### src/rtl/adseq_pkg.sv
package adseq_pkg;

   // Sequencer states
   typedef enum logic [2:0] {
      ST_IDLE,
      ST_SCAN_GO,
      ST_SCAN_WAIT,
      ST_CANCEL,
      ST_FORCE_GO,
      ST_FORCE_WAIT
   } seq_state_t;

   // Register addresses
   localparam logic [1:0] A_SCAN  = 2'd0;
   localparam logic [1:0] A_FORCE = 2'd1;
   localparam logic [1:0] A_REF   = 2'd2;

   // Field positions
   localparam int B_GO       = 0;
   localparam int B_LAST_LSB = 4;
   localparam int B_START    = 0;
   localparam int B_CMP      = 1;
   localparam int B_HW       = 2;
   localparam int B_SRC      = 3;
   localparam int B_IRQSCAN  = 4;
   localparam int B_FCH_LSB  = 8;

   typedef struct packed {
      logic cmp;
      logic hw;
      logic src;
      logic irq_scan;
   } force_cfg_t;

endpackage

### src/rtl/adseq_trig_sync.sv
module adseq_trig_sync #(
   parameter int WIDTH  = 2,
   parameter int STAGES = 2
) (
   input  logic             clk,
   input  logic             rst_n,
   input  logic [WIDTH-1:0] din,
   output logic [WIDTH-1:0] rise
);

   generate
      if (STAGES < 2) begin : g_bad_stages
         $error("adseq_trig_sync: STAGES must be at least 2");
      end
      for (genvar i = 0; i < WIDTH; i++) begin : g_bit
         logic [STAGES:0] sh_q;
         always_ff @(posedge clk or negedge rst_n) begin
            if (!rst_n) sh_q <= '0;
            else        sh_q <= {sh_q[STAGES-1:0], din[i]};
         end
         assign rise[i] = sh_q[STAGES-1] & ~sh_q[STAGES];
      end
   endgenerate

endmodule

### src/rtl/adseq_cfg_regs.sv
module adseq_cfg_regs
   import adseq_pkg::*;
#(
   parameter int NCH    = 8,
   parameter int CH_W   = 3,
   parameter int RES_W  = 10,
   parameter int DATA_W = 11
) (
   input  logic              clk,
   input  logic              rst_n,
   input  logic              wr_en,
   input  logic [1:0]        wr_addr,
   input  logic [DATA_W-1:0] wr_data,
   output logic              scan_go,
   output logic [CH_W-1:0]   scan_last,
   output logic [CH_W-1:0]   force_ch,
   output force_cfg_t        cfg,
   output logic [RES_W-1:0]  ref_val,
   output logic              sw_force
);

   localparam logic [CH_W-1:0] MAX_CH = CH_W'(NCH - 1);

   logic [CH_W-1:0] last_raw, fch_raw, last_cl, fch_cl;
   logic            wr_scan, wr_force, wr_ref, sw_hit;

   assign wr_scan  = wr_en && (wr_addr == A_SCAN);
   assign wr_force = wr_en && (wr_addr == A_FORCE);
   assign wr_ref   = wr_en && (wr_addr == A_REF);

   assign last_raw = wr_data[B_LAST_LSB +: CH_W];
   assign fch_raw  = wr_data[B_FCH_LSB +: CH_W];
   assign last_cl  = (last_raw > MAX_CH) ? MAX_CH : last_raw;
   assign fch_cl   = (fch_raw > MAX_CH) ? MAX_CH : fch_raw;

   // software start: plain-mode start bit, or reference write in comparison mode
   assign sw_hit = (wr_force && wr_data[B_START] && !wr_data[B_HW] && !wr_data[B_CMP])
                || (wr_ref && !cfg.hw && cfg.cmp);

   always_ff @(posedge clk or negedge rst_n) begin
      if (!rst_n) begin
         scan_go   <= 1'b0;
         sw_force  <= 1'b0;
         scan_last <= '0;
         force_ch  <= '0;
         cfg       <= '0;
         ref_val   <= '0;
      end else begin
         scan_go  <= wr_scan && wr_data[B_GO];
         sw_force <= sw_hit;
         if (wr_scan) scan_last <= last_cl;
         if (wr_force) begin
            force_ch     <= fch_cl;
            cfg.cmp      <= wr_data[B_CMP];
            cfg.hw       <= wr_data[B_HW];
            cfg.src      <= wr_data[B_SRC];
            cfg.irq_scan <= wr_data[B_IRQSCAN];
         end
         if (wr_ref) ref_val <= wr_data[RES_W-1:0];
      end
   end

endmodule

### src/rtl/adseq_fsm.sv
module adseq_fsm
   import adseq_pkg::*;
#(
   parameter int CH_W = 3
) (
   input  logic            clk,
   input  logic            rst_n,
   input  logic            scan_go,
   input  logic [CH_W-1:0] scan_last,
   input  logic            force_req,
   input  logic [CH_W-1:0] force_ch,
   input  logic            force_cmp,
   input  logic            conv_done,
   output logic            conv_start,
   output logic            conv_cancel,
   output logic [CH_W-1:0] conv_ch,
   output logic            conv_cmp,
   output logic            busy,
   output logic            wr_res,
   output logic            wr_cmp,
   output logic [CH_W-1:0] wr_idx,
   output logic            force_fin,
   output logic            scan_fin
);

   seq_state_t      st_q, st_d;
   logic [CH_W-1:0] cur_q, cur_d, last_q, last_d, fch_q, fch_d;
   logic            fcmp_q, fcmp_d;
   logic            in_scan, take_force, scan_step, force_step;

   assign in_scan    = (st_q == ST_SCAN_GO) || (st_q == ST_SCAN_WAIT);
   assign take_force = in_scan && force_req;
   assign scan_step  = (st_q == ST_SCAN_WAIT) && conv_done && !force_req;
   assign force_step = (st_q == ST_FORCE_WAIT) && conv_done;

   always_comb begin
      st_d   = st_q;
      cur_d  = cur_q;
      last_d = last_q;
      fch_d  = fch_q;
      fcmp_d = fcmp_q;
      unique case (st_q)
         ST_IDLE: begin
            if (scan_go) begin
               st_d   = ST_SCAN_GO;
               cur_d  = '0;
               last_d = scan_last;
            end
         end
         ST_SCAN_GO: begin
            st_d = ST_SCAN_WAIT;
         end
         ST_SCAN_WAIT: begin
            if (scan_step) begin
               if (cur_q == last_q) st_d = ST_IDLE;
               else begin
                  st_d  = ST_SCAN_GO;
                  cur_d = cur_q + 1'b1;
               end
            end
         end
         ST_CANCEL:     st_d = ST_FORCE_GO;
         ST_FORCE_GO:   st_d = ST_FORCE_WAIT;
         ST_FORCE_WAIT: if (force_step) st_d = ST_SCAN_GO;
         default:       st_d = ST_IDLE;
      endcase
      if (take_force) begin
         st_d   = ST_CANCEL;
         fch_d  = force_ch;
         fcmp_d = force_cmp;
      end
   end

   always_ff @(posedge clk or negedge rst_n) begin
      if (!rst_n) begin
         st_q   <= ST_IDLE;
         cur_q  <= '0;
         last_q <= '0;
         fch_q  <= '0;
         fcmp_q <= 1'b0;
      end else begin
         st_q   <= st_d;
         cur_q  <= cur_d;
         last_q <= last_d;
         fch_q  <= fch_d;
         fcmp_q <= fcmp_d;
      end
   end

   assign conv_start  = (st_q == ST_SCAN_GO) || (st_q == ST_FORCE_GO);
   assign conv_cancel = (st_q == ST_CANCEL);
   assign conv_ch     = (st_q == ST_FORCE_GO) ? fch_q : cur_q;
   assign conv_cmp    = (st_q == ST_FORCE_GO) && fcmp_q;
   assign busy        = (st_q != ST_IDLE);
   assign wr_res      = scan_step || (force_step && !fcmp_q);
   assign wr_cmp      = force_step && fcmp_q;
   assign wr_idx      = (st_q == ST_FORCE_WAIT) ? fch_q : cur_q;
   assign force_fin   = force_step;
   assign scan_fin    = scan_step && (cur_q == last_q);

endmodule

### src/rtl/adseq_result_bank.sv
module adseq_result_bank #(
   parameter int NCH   = 8,
   parameter int CH_W  = 3,
   parameter int RES_W = 10
) (
   input  logic                 clk,
   input  logic                 rst_n,
   input  logic                 wr_res,
   input  logic                 wr_cmp,
   input  logic [CH_W-1:0]      wr_idx,
   input  logic [RES_W-1:0]     din,
   output logic [NCH*RES_W-1:0] res_flat,
   output logic [RES_W-1:0]     cmp_q
);

   generate
      for (genvar c = 0; c < NCH; c++) begin : g_slot
         logic [RES_W-1:0] slot_q;
         always_ff @(posedge clk or negedge rst_n) begin
            if (!rst_n)                                  slot_q <= '0;
            else if (wr_res && (wr_idx == CH_W'(c)))     slot_q <= din;
         end
         assign res_flat[c*RES_W +: RES_W] = slot_q;
      end
   endgenerate

   always_ff @(posedge clk or negedge rst_n) begin
      if (!rst_n)      cmp_q <= '0;
      else if (wr_cmp) cmp_q <= din;
   end

endmodule

### src/rtl/adc_scan_sequencer.sv
module adc_scan_sequencer
   import adseq_pkg::*;
#(
   parameter int NCH         = 8,
   parameter int RES_W       = 10,
   parameter int DATA_W      = 11,
   parameter int SYNC_STAGES = 2,
   parameter int INST_ID     = 0,
   localparam int CH_W       = (NCH > 1) ? $clog2(NCH) : 1
) (
   input  logic                 clk,
   input  logic                 rst_n,
   input  logic                 wr_en,
   input  logic [1:0]           wr_addr,
   input  logic [DATA_W-1:0]    wr_data,
   input  logic                 trig_pin,
   input  logic                 trig_evt,
   output logic                 conv_start,
   output logic                 conv_cancel,
   output logic [CH_W-1:0]      conv_ch,
   output logic                 conv_cmp,
   output logic [RES_W-1:0]     conv_ref,
   input  logic                 conv_done,
   input  logic [RES_W-1:0]     conv_result,
   output logic                 busy,
   output logic [NCH*RES_W-1:0] res_flat,
   output logic [RES_W-1:0]     cmp_data,
   output logic                 irq_req,
   output logic                 dma_req
);

   generate
      if (NCH < 2) begin : g_bad_nch
         $error("adc_scan_sequencer: NCH must be at least 2");
      end
      if (B_FCH_LSB + CH_W > DATA_W || B_LAST_LSB + CH_W > B_FCH_LSB) begin : g_bad_fields
         $error("adc_scan_sequencer: channel fields do not fit the write word");
      end
      if (RES_W > DATA_W) begin : g_bad_resw
         $error("adc_scan_sequencer: RES_W exceeds DATA_W");
      end
      if (INST_ID < 0 || INST_ID > 1) begin : g_bad_inst
         $error("adc_scan_sequencer: INST_ID must be 0 or 1");
      end
   endgenerate

   logic            scan_go, sw_force, hw_force, force_req;
   logic [CH_W-1:0] scan_last, force_ch, wr_idx;
   force_cfg_t      cfg;
   logic [1:0]      hw_rise;
   logic            wr_res, wr_cmp, force_fin, scan_fin, irq_q;

   adseq_cfg_regs #(
      .NCH(NCH), .CH_W(CH_W), .RES_W(RES_W), .DATA_W(DATA_W)
   ) i_cfg (
      .clk(clk), .rst_n(rst_n), .wr_en(wr_en), .wr_addr(wr_addr), .wr_data(wr_data),
      .scan_go(scan_go), .scan_last(scan_last), .force_ch(force_ch), .cfg(cfg),
      .ref_val(conv_ref), .sw_force(sw_force)
   );

   adseq_trig_sync #(
      .WIDTH(2), .STAGES(SYNC_STAGES)
   ) i_sync (
      .clk(clk), .rst_n(rst_n), .din({trig_evt, trig_pin}), .rise(hw_rise)
   );

   // hardware source: bit 0 pin, bit 1 alternative event
   assign hw_force  = cfg.hw && (cfg.src ? hw_rise[1] : hw_rise[0]);
   assign force_req = sw_force || hw_force;

   adseq_fsm #(
      .CH_W(CH_W)
   ) i_fsm (
      .clk(clk), .rst_n(rst_n), .scan_go(scan_go), .scan_last(scan_last),
      .force_req(force_req), .force_ch(force_ch), .force_cmp(cfg.cmp),
      .conv_done(conv_done), .conv_start(conv_start), .conv_cancel(conv_cancel),
      .conv_ch(conv_ch), .conv_cmp(conv_cmp), .busy(busy), .wr_res(wr_res),
      .wr_cmp(wr_cmp), .wr_idx(wr_idx), .force_fin(force_fin), .scan_fin(scan_fin)
   );

   adseq_result_bank #(
      .NCH(NCH), .CH_W(CH_W), .RES_W(RES_W)
   ) i_bank (
      .clk(clk), .rst_n(rst_n), .wr_res(wr_res), .wr_cmp(wr_cmp), .wr_idx(wr_idx),
      .din(conv_result), .res_flat(res_flat), .cmp_q(cmp_data)
   );

   always_ff @(posedge clk or negedge rst_n) begin
      if (!rst_n) irq_q <= 1'b0;
      else        irq_q <= cfg.irq_scan ? scan_fin : force_fin;
   end
   assign irq_req = irq_q;

   generate
      if (INST_ID == 0) begin : g_dma
         assign dma_req = irq_q;
      end else begin : g_no_dma
         assign dma_req = 1'b0;
      end
   endgenerate

endmodule

### config.mk
export PLATFORM = sky130hd
export DESIGN_NAME = adc_scan_sequencer
export DESIGN_NICKNAME = d
export VERILOG_FILES = /design/src/rtl/adseq_pkg.sv /design/src/rtl/adseq_trig_sync.sv /design/src/rtl/adseq_cfg_regs.sv /design/src/rtl/adseq_fsm.sv /design/src/rtl/adseq_result_bank.sv /design/src/rtl/adc_scan_sequencer.sv
export SDC_FILE = /design/constraint.sdc
export NUM_CORES = 1
export LEC_CHECK = 0
export BUFFER_PORTS_ARGS = -buffer_cell sky130_fd_sc_hd__buf_2
export CAP_MARGIN = 20
export CORE_MARGIN = 3
export CORE_UTILIZATION = 57
export CTS_BUF_LIST = sky130_fd_sc_hd__clkbuf_4 sky130_fd_sc_hd__clkbuf_8 sky130_fd_sc_hd__clkbuf_16
export DETAILED_ROUTE_END_ITERATION = 10
export PLACE_DENSITY = 0.84
export SYNTH_ARGS = -nofsm -noshare
export SYNTH_HDL_FRONTEND = slang
export SYNTH_SLANG_ARGS = --single-unit
### constraint.sdc
create_clock -name clk -period 3 [get_ports clk]
set_input_delay 0.6 -clock clk [delete_from_list [all_inputs] [get_ports clk]]
set_output_delay 0.6 -clock clk [all_outputs]
set_load 0.01 [all_outputs]
==> results of run 1 <==
final cells by class:
class,instances,area (sq um),area share (%)
sequential,132,3303,47.36
multi-input combinational,200,2201,31.56
timing repair buffer,140,735.7,10.55
clock buffer,17,414.1,5.938
tap,129,161.4,2.314
clock inverter,15,140.1,2.009
inverter,5,18.77,0.2691
power breakdown:
| part | internal [mW] | switching [mW] | total (mW) | leakage [nW] |
|---|---|---|---|---|
| clock network | 1.05 | 0.869 | 1.92 | 0.267 |
| logic | 1.11 | 1.04 | 2.15 | 1.76 |
| registers | 2.38 | 0.481 | 2.86 | 1.71 |
flip-flops by register name, indices dropped and copies added (netlist names):
register / cells
dma_req: 1
i_bank.cmp_q: 10
i_bank.g_slot.slot_q: 80
i_cfg.cfg: 4
i_cfg.force_ch: 3
i_cfg.ref_val: 10
i_cfg.scan_go: 1
i_cfg.scan_last: 3
i_cfg.sw_force: 1
i_fsm.cur_q: 3
i_fsm.fch_q: 3
i_fsm.fcmp_q: 1
i_fsm.last_q: 3
i_fsm.st_q: 3
i_sync.g_bit.sh_q: 6
worst max-delay path, stage by stage, from the launching register on:
cell and delay [ns]:
dfrtp_1 0.48, inv_1 0.28, and3_1 0.34, mux2_2 0.38, buf_2 0.14
worst max path at each step:
stage	from	endpoint	cells after the start
finish	i_fsm.st_q[1]	conv_ch[2]	4
global route	i_fsm.st_q[1]	conv_ch[0]	4
CTS	i_fsm.st_q[1]	conv_ch[2]	4
detailed placement	conv_done	i_bank.g_slot[5].slot_q[5]	6
global placement	conv_done	i_bank.g_slot[5].slot_q[6]	6
floorplan	conv_done	i_bank.g_slot[1].slot_q[0]	5
cells by family (layout without fill, tap and decap cells):
logic type,after synthesis,count (layout),synth area share (%)
flip-flops,132,132,59.14
multiplexers,126,126,28.29
AND/OR/NAND/NOR,51,51,5.734
AO/OA/AOI/OAI,17,17,4.368
buffers and inverters,12,177,1.456
XOR/XNOR,5,5,0.7840
adder cells (fa/ha/maj),1,1,0.2240
per-layer routing:
| metal | share of wire, % | vias up | track usage, % |
|---|---|---|---|
| met2 | 52 | 145 | 42.16 |
| met4 | 1.4 | 0 | 8.247 |
| li1 | - | 1551 | - |
| met5 | 0 | - | 0 |
| met3 | 5.7 | 16 | 6.485 |
| met1 | 41 | 1824 | 31.54 |
layout by cell type (no fill, tap or decap), drive strengths merged, types with 2 or more instances in the layout:
| cell | count |
|---|---|
| and2 | 2 |
| nand3b | 3 |
| mux2i | 7 |
| clkbuf | 17 |
| xnor2 | 5 |
| nor2 | 7 |
| clkinv | 4 |
| inv | 13 |
| nor2b | 2 |
| clkinvlp | 3 |
| nand2 | 18 |
| o211ai | 8 |
| dfrtp | 132 |
| nor3 | 3 |
| mux2 | 119 |
| buf | 140 |
| nand3 | 3 |
| and3 | 2 |
| nand2b | 4 |
| a21oi | 2 |
==> flow_summary.json, run 1 <==
{
  "areaGrowthSynthToFinish_pct": 24.87,
  "clock_path_buffers": 2,
  "timing.rr.end": "i_bank.g_slot[5].slot_q[4]",
  "reg2reg_depth": 5,
  "setup_ws_ns": 0.2590,
  "synth_cell_types": 42,
  "clkSinkCount": 132,
  "cts-htree-levels": 4,
  "via_count": 3536,
  "grt_util_all_layers_pct": 25.00,
  "power_density_nw_per_um2": 993.7,
  "cp-end-kind": "output port",
  "synth_area_leaders": "dfrtp_1 59%, mux2_2 15%, mux2_4 11%, o211ai_4 3.0%, nand2_1 1.2%",
  "synth-warning-count": 0,
  "finalHoldViolCount": 0,
  "dieArea_sq_um": 11020,
  "setup_viol": 0,
  "io_buffers": 137,
  "synthArstFlopShare_pct": 100.0,
  "peakVddDrop_mv": 0.5408,
  "synth-edff-count": 0,
  "antenna_cells": 0,
  "finClkSkew_ns": 0.01021,
  "cts_made_buffers": 17,
  "fp.dieH_um": 105.0,
  "ctsResizeCount": 0,
  "drt_iter0_drc": 168,
  "yosysMostFrequentCell": "dfrtp_1",
  "finalMaxSlewViolations": 0,
  "via_per_inst": 5.542,
  "post_cts.repair.setup_buffers": 0,
  "synth_top_cell_by_area": "dfrtp_1",
  "outcome": "completed",
  "fin_cells": 638,
  "start_util_pct": 59.60,
  "ant_nets": 0,
  "syn_area_sq_um": 5585,
  "worst_pin_slew_ns": 0.7733,
  "leakage_nw": 3.730,
  "netlist.area_leader.share_pct": 59.14,
  "final_util_pct": 74.42,
  "fin_crit_sh_pct": 91.37,
  "place_ws_ns": 0.7725,
  "crit_path_start_kind": "flop",
  "synthTopCellsByCount": "132 x dfrtp_1, 75 x mux2_2, 40 x mux2_4, 18 x nand2_1, 8 x o211ai_4",
  "wl_per_cell_um": 20.76,
  "drive_above_1_share_pct": 59.53,
  "final_area_sq_um": 6974,
  "grt_pass1_wl_mm": 20.93,
  "hp-class": "input pin to asynchronous set/reset pin",
  "r2r_slack_ns": 0.77,
  "clkLatencyLatePin_ns": 0.52,
  "maxCapViolCount": 0,
  "grt-ovfl-total": 0,
  "nNetsFinal": 526,
  "synth_ff_type": "dfrtp_1",
  "grt_pass1_vias": 3752,
  "die_w_um": 105.0,
  "detail_route.first_pass.iterations": 4,
  "synth_fp_nets": 374,
  "ioPinCount": 138,
  "fin_setup_tns_ns": 0,
  "dp.cells": 606,
  "cp_max_fo": 9,
  "r2r-start": "i_fsm.st_q[2]",
  "drc": 0,
  "routed_wl_mm": 13.24,
  "placed_area_sq_um": 6420,
  "cts_tree": "yes",
  "worst-setup-path-type": "flop to output port",
  "place_congestion": 0.8146,
  "synth_seq_area_share_pct": 59.14,
  "maxSlewHeadroom_pct": 48.05,
  "postCtsHoldBufs": 0,
  "antenna_found_initial": 0,
  "critPathRequiredTime_ns": 2.40,
  "rows": 35,
  "dpl.hpwl_mm": 8.894,
  "core_area_sq_um": 9371,
  "synth.avg_cell_area_sq_um": 16.24,
  "worst_ep_arrival_time_ns": 2.14,
  "nFillCells": 592,
  "clock.fmax_mhz": 364.8,
  "syn_inst": 344,
  "finalPower_mw": 6.930,
  "clkSlewWorstSetupHoldPaths_ns": 0.07,
  "rsz0062_at_grt": "no",
  "grt_max_degree": 48,
  "fin_crit_ns": 2.741,
  "cts_root_buf": "clkbuf_8",
  "synth-seq-cells": 132,
  "hold_slack_ns": 0.09974
}
No activity file was read; power rests on OpenSTA's default activity.
==> inputs of run 2 (changes only) <==
--- a/config.mk
+++ b/config.mk
@@ -14,4 +14,5 @@
 export PLACE_DENSITY = 0.84
 export SYNTH_ARGS = -nofsm -noshare
 export SYNTH_HDL_FRONTEND = slang
+export SYNTH_HIERARCHICAL = 1
 export SYNTH_SLANG_ARGS = --single-unit
==> run 2 against run 1 <==
Cell count rose by 1.1%. Clock skew fell by 0.0012 ns. Critical path type is now flop to flop. Setup slack improved by 0.19 ns.
==> flow_summary.json, run 2 <==
{
  "crit_slowest_cell": "nor4b_4",
  "synth_cell_types": 48,
  "mostFrequentLayoutCells": "136 x buf_2, 132 x dfrtp_1, 85 x mux2_2, 39 x mux2_4, 16 x clkbuf_16",
  "nFillCells": 568,
  "antenna_cells": 0,
  "yosysMostFrequentCell": "dfrtp_1",
  "ioPinCount": 138,
  "drc": 0,
  "leakage_nw": 3.637,
  "nNetsFinal": 534,
  "rsz0062_at_grt": "no",
  "post_cts.repair.setup_buffers": 0,
  "power_density_nw_per_um2": 970.3,
  "fin_crit_sh_pct": 85.19,
  "critPathMaxStageDelay_ns": 0.40,
  "postCtsHoldBufs": 0,
  "peakVddDrop_mv": 0.4808,
  "regMostFlops": "i_bank/g_slot.slot_q",
  "ctsResizeCount": 0,
  "clkLatencyLatePin_ns": 0.51,
  "cp_num_buf_inv": 1,
  "clock_path_buffers": 2,
  "fin_setup_tns_ns": 0,
  "syn_inst": 347,
  "io_buffers": 137,
  "cts-htree-levels": 4,
  "synth-edff-count": 0,
  "rows": 35,
  "finClkSkew_ns": 0.009029,
  "r2r_slack_ns": 0.44,
  "grt_pass1_wl_mm": 20.84,
  "synth_seq_area_share_pct": 60.01,
  "dieArea_sq_um": 10870,
  "maxSlewHeadroom_pct": 52.96,
  "synthArstFlopShare_pct": 100.0,
  "synth-warning-count": 6,
  "ant_nets": 0,
  "fp.dieH_um": 104.3,
  "hp-class": "input pin to asynchronous set/reset pin",
  "synth-seq-cells": 132,
  "finalHoldViolCount": 0,
  "critPathRequiredTime_ns": 3.38,
  "via_per_inst": 5.439,
  "grt_util_all_layers_pct": 24.83,
  "final_common_cell": "buf_2",
  "via_count": 3508,
  "grt_max_degree": 73,
  "synth.avg_cell_area_sq_um": 15.86,
  "drt_iter0_drc": 204,
  "cts_made_buffers": 17,
  "start_util_pct": 59.01,
  "wl_per_cell_um": 19.69,
  "core_area_sq_um": 9328,
  "finalMaxSlewViolations": 0,
  "maxCapViolCount": 0,
  "fin_crit_ns": 2.556,
  "outcome": "completed",
  "cp-end-kind": "flop",
  "path_cells": "nor2b_4 -> mux2_1 -> a21o_1 -> o22ai_1 -> and2_1 -> nor4b_4 -> buf_4 -> mux2_2",
  "r2r-start": "i_sync/g_bit[1].sh_q[1]",
  "worst-setup-path-type": "flop to flop",
  "synth_top_cell_by_area": "dfrtp_1",
  "antenna_found_initial": 0,
  "areaGrowthSynthToFinish_pct": 25.51,
  "setup_viol": 0,
  "reg2reg_depth": 8,
  "place_congestion": 0.8548,
  "die_w_um": 104.3,
  "clock.fmax_mhz": 391.3,
  "clkSinkCount": 132,
  "detail_route.first_pass.iterations": 4,
  "cp_max_fo": 8,
  "timing.rr.end": "i_bank/g_slot[0].slot_q[7]",
  "syn_area_sq_um": 5504,
  "netlist.area_leader.share_pct": 60.01,
  "drive_above_1_share_pct": 61.63,
  "cts_tree": "yes",
  "fin_cells": 645,
  "crit_path_start_kind": "flop",
  "synth_ff_type": "dfrtp_1",
  "dp.cells": 614,
  "synth_fp_nets": 377,
  "clkSlewWorstSetupHoldPaths_ns": 0.06,
  "cp_top_family": "simple AND/OR/NAND/NOR gates",
  "largest_reg_flops": 80,
  "worst_ep_arrival_time_ns": 2.94,
  "dpl.hpwl_mm": 8.698,
  "worst_pin_slew_ns": 0.7035,
  "routed_wl_mm": 12.70,
  "grt_pass1_vias": 3791,
  "synthTopCellsByCount": "132 x dfrtp_1, 85 x mux2_2, 39 x mux2_4, 10 x nand2_1",
  "top_regs": "i_bank/g_slot.slot_q: 80 flops, i_bank/cmp_q: 10 flops, i_cfg/ref_val: 10 flops",
  "synth_area_leaders": "dfrtp_1 60%, mux2_2 17%, mux2_4 11%, buf_6 0.82%, and4bb_1 0.68%",
  "cts_root_buf": "clkbuf_8",
  "grt-ovfl-total": 0
}
run 2: cell count changes after synthesis, moves of 4 or more:
| cell | change |
|---|---|
| buf_2 | +6 |
| mux2_2 | +10 |
| nand2_1 | -8 |
| o211ai_4 | -8 |
| xnor2_1 | -4 |
run 2: kinds of logic (layout without fill, tap and decap cells):
logic type               count (synthesis)  count (layout)  share of synthesized area [%]
AND/OR/NAND/NOR                         52              52                          6.547
adder cells (fa/ha/maj)                  1               1                         0.2273
multiplexers                           126             126                          28.42
AO/OA/AOI/OAI                           15              15                          2.160
XOR/XNOR                                 4               4                         0.6366
buffers and inverters                   17             186                          2.000
flip-flops                             132             132                          60.01
run 2: through the flow:
step	utilization (%)	cell area (sq um)	worst slack (ns)	power, mW	hold slack, ns
global route	74.06	6908	0.3240	7.061	0.06681
global placement	68.49	6389	0.5987	4.812	0.3379
detailed placement	68.49	6389	0.4980	4.903	0.3405
floorplan	-	5504	0.8343	3.990	0.3044
CTS	74.06	6908	0.4664	6.749	0.05805
finish	74.06	6908	0.4442	6.702	0.05476
run 2: cell type report:
type	count	area, sq um	area share, %
Inverter	3	11.26	0.1630
Tap cell	129	161.4	2.337
Clock buffer	19	435.4	6.303
Timing Repair Buffer	152	813.3	11.77
Clock inverter	12	83.83	1.214
Multi-Input combinational cell	198	2100	30.39
Sequential cell	132	3303	47.82
run 2: per-layer routing:
metal  GRT usage (%)  vias to the layer above  share of wire (%)
met5               0                        -                  0
met4           8.167                        0                1.8
met3           7.138                       21                5.7
met2           39.21                      121                 50
met1           33.38                     1810                 43
li1                -                     1556                  -
run 2: how the worst max path moves through the flow:
stage	start	endpoint	slack [ns]	cells after the start
3_3_place_gp	i_sync/g_bit[1].sh_q[1]	i_bank/g_slot[0].slot_q[5]	0.60	8
2_1_floorplan	i_fsm/st_q[0]	i_bank/g_slot[0].slot_q[0]	0.83	7
4_1_cts	i_sync/g_bit[1].sh_q[1]	i_bank/g_slot[0].slot_q[7]	0.47	8
3_5_place_dp	i_sync/g_bit[1].sh_q[1]	i_bank/g_slot[0].slot_q[2]	0.50	8
5_1_grt	i_sync/g_bit[1].sh_q[1]	i_bank/g_slot[0].slot_q[5]	0.32	8
6_report	i_sync/g_bit[1].sh_q[1]	i_bank/g_slot[0].slot_q[7]	0.44	8
run 2: worst reg2reg max path: stages, from the launching register on:
cell and delay, ns:
dfrtp_1 0.38, nor2b_4 0.12, mux2_1 0.28, a21o_1 0.25
o22ai_1 0.12, and2_1 0.30, nor4b_4 0.40, buf_4 0.23
mux2_2 0.35
run 2: where the power goes:
part	internal (mW)	leakage (nW)	total, mW	switching (mW)
combinational	1.12	1.67	2.15	1.03
sequential	2.37	1.71	2.76	0.394
clock	1.04	0.257	1.79	0.754
==> inputs of run 3 (changes only) <==
--- a/config.mk
+++ b/config.mk
@@ -7,6 +7,7 @@
 export LEC_CHECK = 0
 export BUFFER_PORTS_ARGS = -buffer_cell sky130_fd_sc_hd__buf_2
 export CAP_MARGIN = 20
+export CORE_ASPECT_RATIO = 2
 export CORE_MARGIN = 3
 export CORE_UTILIZATION = 57
 export CTS_BUF_LIST = sky130_fd_sc_hd__clkbuf_4 sky130_fd_sc_hd__clkbuf_8 sky130_fd_sc_hd__clkbuf_16
==> run 3 against run 2 <==
Power up 2.8%. Non-clock buffer count shrank 7. Global-route usage rose by 0.055 points. Sequential share of layout area up 0.061 points. Cell count shrank 5.0%. Critical path type unchanged.
==> flow_summary.json, run 3 (synthesized netlist as in run 2, its figures left out) <==
{
  "outcome": "completed",
  "nFillCells": 611,
  "cts_tree": "yes",
  "largest_reg_flops": 80,
  "nNetsFinal": 527,
  "finClkSkew_ns": 0.006030,
  "drc": 0,
  "io_buffers": 137,
  "dpl.hpwl_mm": 8.907,
  "grt-ovfl-total": 0,
  "cts_root_buf": "clkbuf_16",
  "maxSlewHeadroom_pct": 49.27,
  "worst-setup-path-type": "flop to flop",
  "core_area_sq_um": 9384,
  "wl_per_cell_um": 20.68,
  "worst_ep_arrival_time_ns": 2.84,
  "finalPower_mw": 6.890,
  "cp-end-kind": "flop",
  "fp.dieH_um": 145.0,
  "mostFrequentLayoutCells": "136 x buf_2, 132 x dfrtp_1, 85 x mux2_2, 39 x mux2_4, 17 x clkbuf_16",
  "cp_max_fo": 13,
  "final_common_cell": "buf_2",
  "clock.fmax_mhz": 391.2,
  "clkLatencyLatePin_ns": 0.41,
  "finalHoldViolCount": 0,
  "die_w_um": 75.49,
  "ctsResizeCount": 0,
  "drt_iter0_drc": 154,
  "ant_nets": 0,
  "critPathRequiredTime_ns": 3.29,
  "top_regs": "i_bank/g_slot.slot_q: 80 flops, i_bank/cmp_q: 10 flops, i_cfg/ref_val: 10 flops",
  "crit_slowest_cell": "nand4b_1",
  "power_density_nw_per_um2": 998.7,
  "clock_path_buffers": 2,
  "dieArea_sq_um": 10940,
  "antenna_cells": 0,
  "rows": 50,
  "hp-class": "input pin to asynchronous set/reset pin",
  "crit_path_start_kind": "flop",
  "maxCapViolCount": 0,
  "cts_made_buffers": 17,
  "detail_route.first_pass.iterations": 4,
  "critPathMaxStageDelay_ns": 0.55,
  "path_cells": "and2b_1 -> nand2_1 -> mux2_2 -> nand4b_1 -> mux2_2",
  "worst_pin_slew_ns": 0.7587,
  "start_util_pct": 58.65,
  "setup_viol": 0,
  "clkSlewWorstSetupHoldPaths_ns": 0.05,
  "grt_max_degree": 57,
  "regMostFlops": "i_bank/g_slot.slot_q",
  "via_count": 3503,
  "multi_input_area_sq_um": 2100,
  "fin_crit_ns": 2.556,
  "antenna_found_initial": 0,
  "rsz0062_at_grt": "no",
  "grt_pass1_vias": 3790,
  "fin_crit_sh_pct": 85.22,
  "via_per_inst": 5.715,
  "ioPinCount": 138,
  "grt_pass1_wl_mm": 20.03,
  "routed_wl_mm": 12.68,
  "peakVddDrop_mv": 0.7794,
  "seqCellArea_sq_um": 3303,
  "drive_above_1_share_pct": 61.10,
  "final_util_pct": 73.52,
  "finalMaxSlewViolations": 0,
  "cp_common_cell": "mux2_2",
  "cts-htree-levels": 4,
  "post_cts.repair.setup_buffers": 0,
  "leakage_nw": 3.636,
  "postCtsHoldBufs": 0,
  "place_congestion": 0.8650,
  "areaGrowthSynthToFinish_pct": 25.35,
  "grt_util_all_layers_pct": 24.89,
  "fin_setup_tns_ns": 0,
  "clkSinkCount": 132
}
## run 3: changes by cell type in the layout (fill, tap and decap cells not counted), sizes merged
cell	delta
buf	-7
bufinv	+2
clkbuf	+4
clkinv	-5
inv	-1
## run 3: layout make-up
class	instances	share of cell area, %
multi-input combinational	198	30.43
sequential	132	47.88
clock buffer	23	7.182
timing repair buffer	145	11.03
clock inverter	8	1.433
tap	104	1.886
inverter	3	0.1632
## run 3: power breakdown
part / leakage (nW) / switching, mW / total, mW / internal (mW)
registers: 1.71 / 0.434 / 2.80 / 2.37
clock network: 0.292 / 0.708 / 2.03 / 1.32
logic: 1.64 / 0.966 / 2.06 / 1.09
total: 3.64 / 2.11 / 6.89 / 4.78
## run 3: per-layer routing
layer,GRT usage [%],up-vias,part of all wire (%)
li1,-,1548,-
met1,26.10,1773,35
met2,44.15,153,56
met3,7.004,29,5.9
met4,10.42,0,2.9
met5,0,-,0
## run 3: worst paths after layout
path / to / slack [ns] / depth (start not counted) / start
setup / recovery: i_bank/g_slot[5].slot_q[9] / 0.44 / 5 / i_fsm/st_q[1]
hold / removal: i_bank/g_slot[2].slot_q[0] / 0.23 / 1 / rst_n
setup reg to reg: i_bank/g_slot[5].slot_q[9] / 0.44 / 5 / i_fsm/st_q[1]
hold reg to reg: i_sync/g_bit[0].sh_q[1] / 0.36 / 0 / i_sync/g_bit[0].sh_q[0]
max in group asynchronous: i_cfg/force_ch[0] / 1.97 / 2 / rst_n
min in group clk: i_sync/g_bit[1].sh_q[0] / 0.30 / 1 / trig_evt
## run 3: per-stage QoR
stage          instances  cell area (sq um)  hold WS, ns  setup slack (ns)
2_1_floorplan        347               5504       0.3044            0.8343
3_3_place_gp         582               6305       0.3559            0.5843
3_5_place_dp         582               6305       0.3490            0.4301
4_1_cts              613               6899       0.2399            0.4143
5_1_grt              613               6899       0.2756            0.2469
6_report             613               6899       0.2323            0.4435
## run 3: critical path, delay by kind of cell (launching register included)
family	cells	cell delay, ns
flops	1	0.52
mux	2	0.90
simple gates	3	1.01
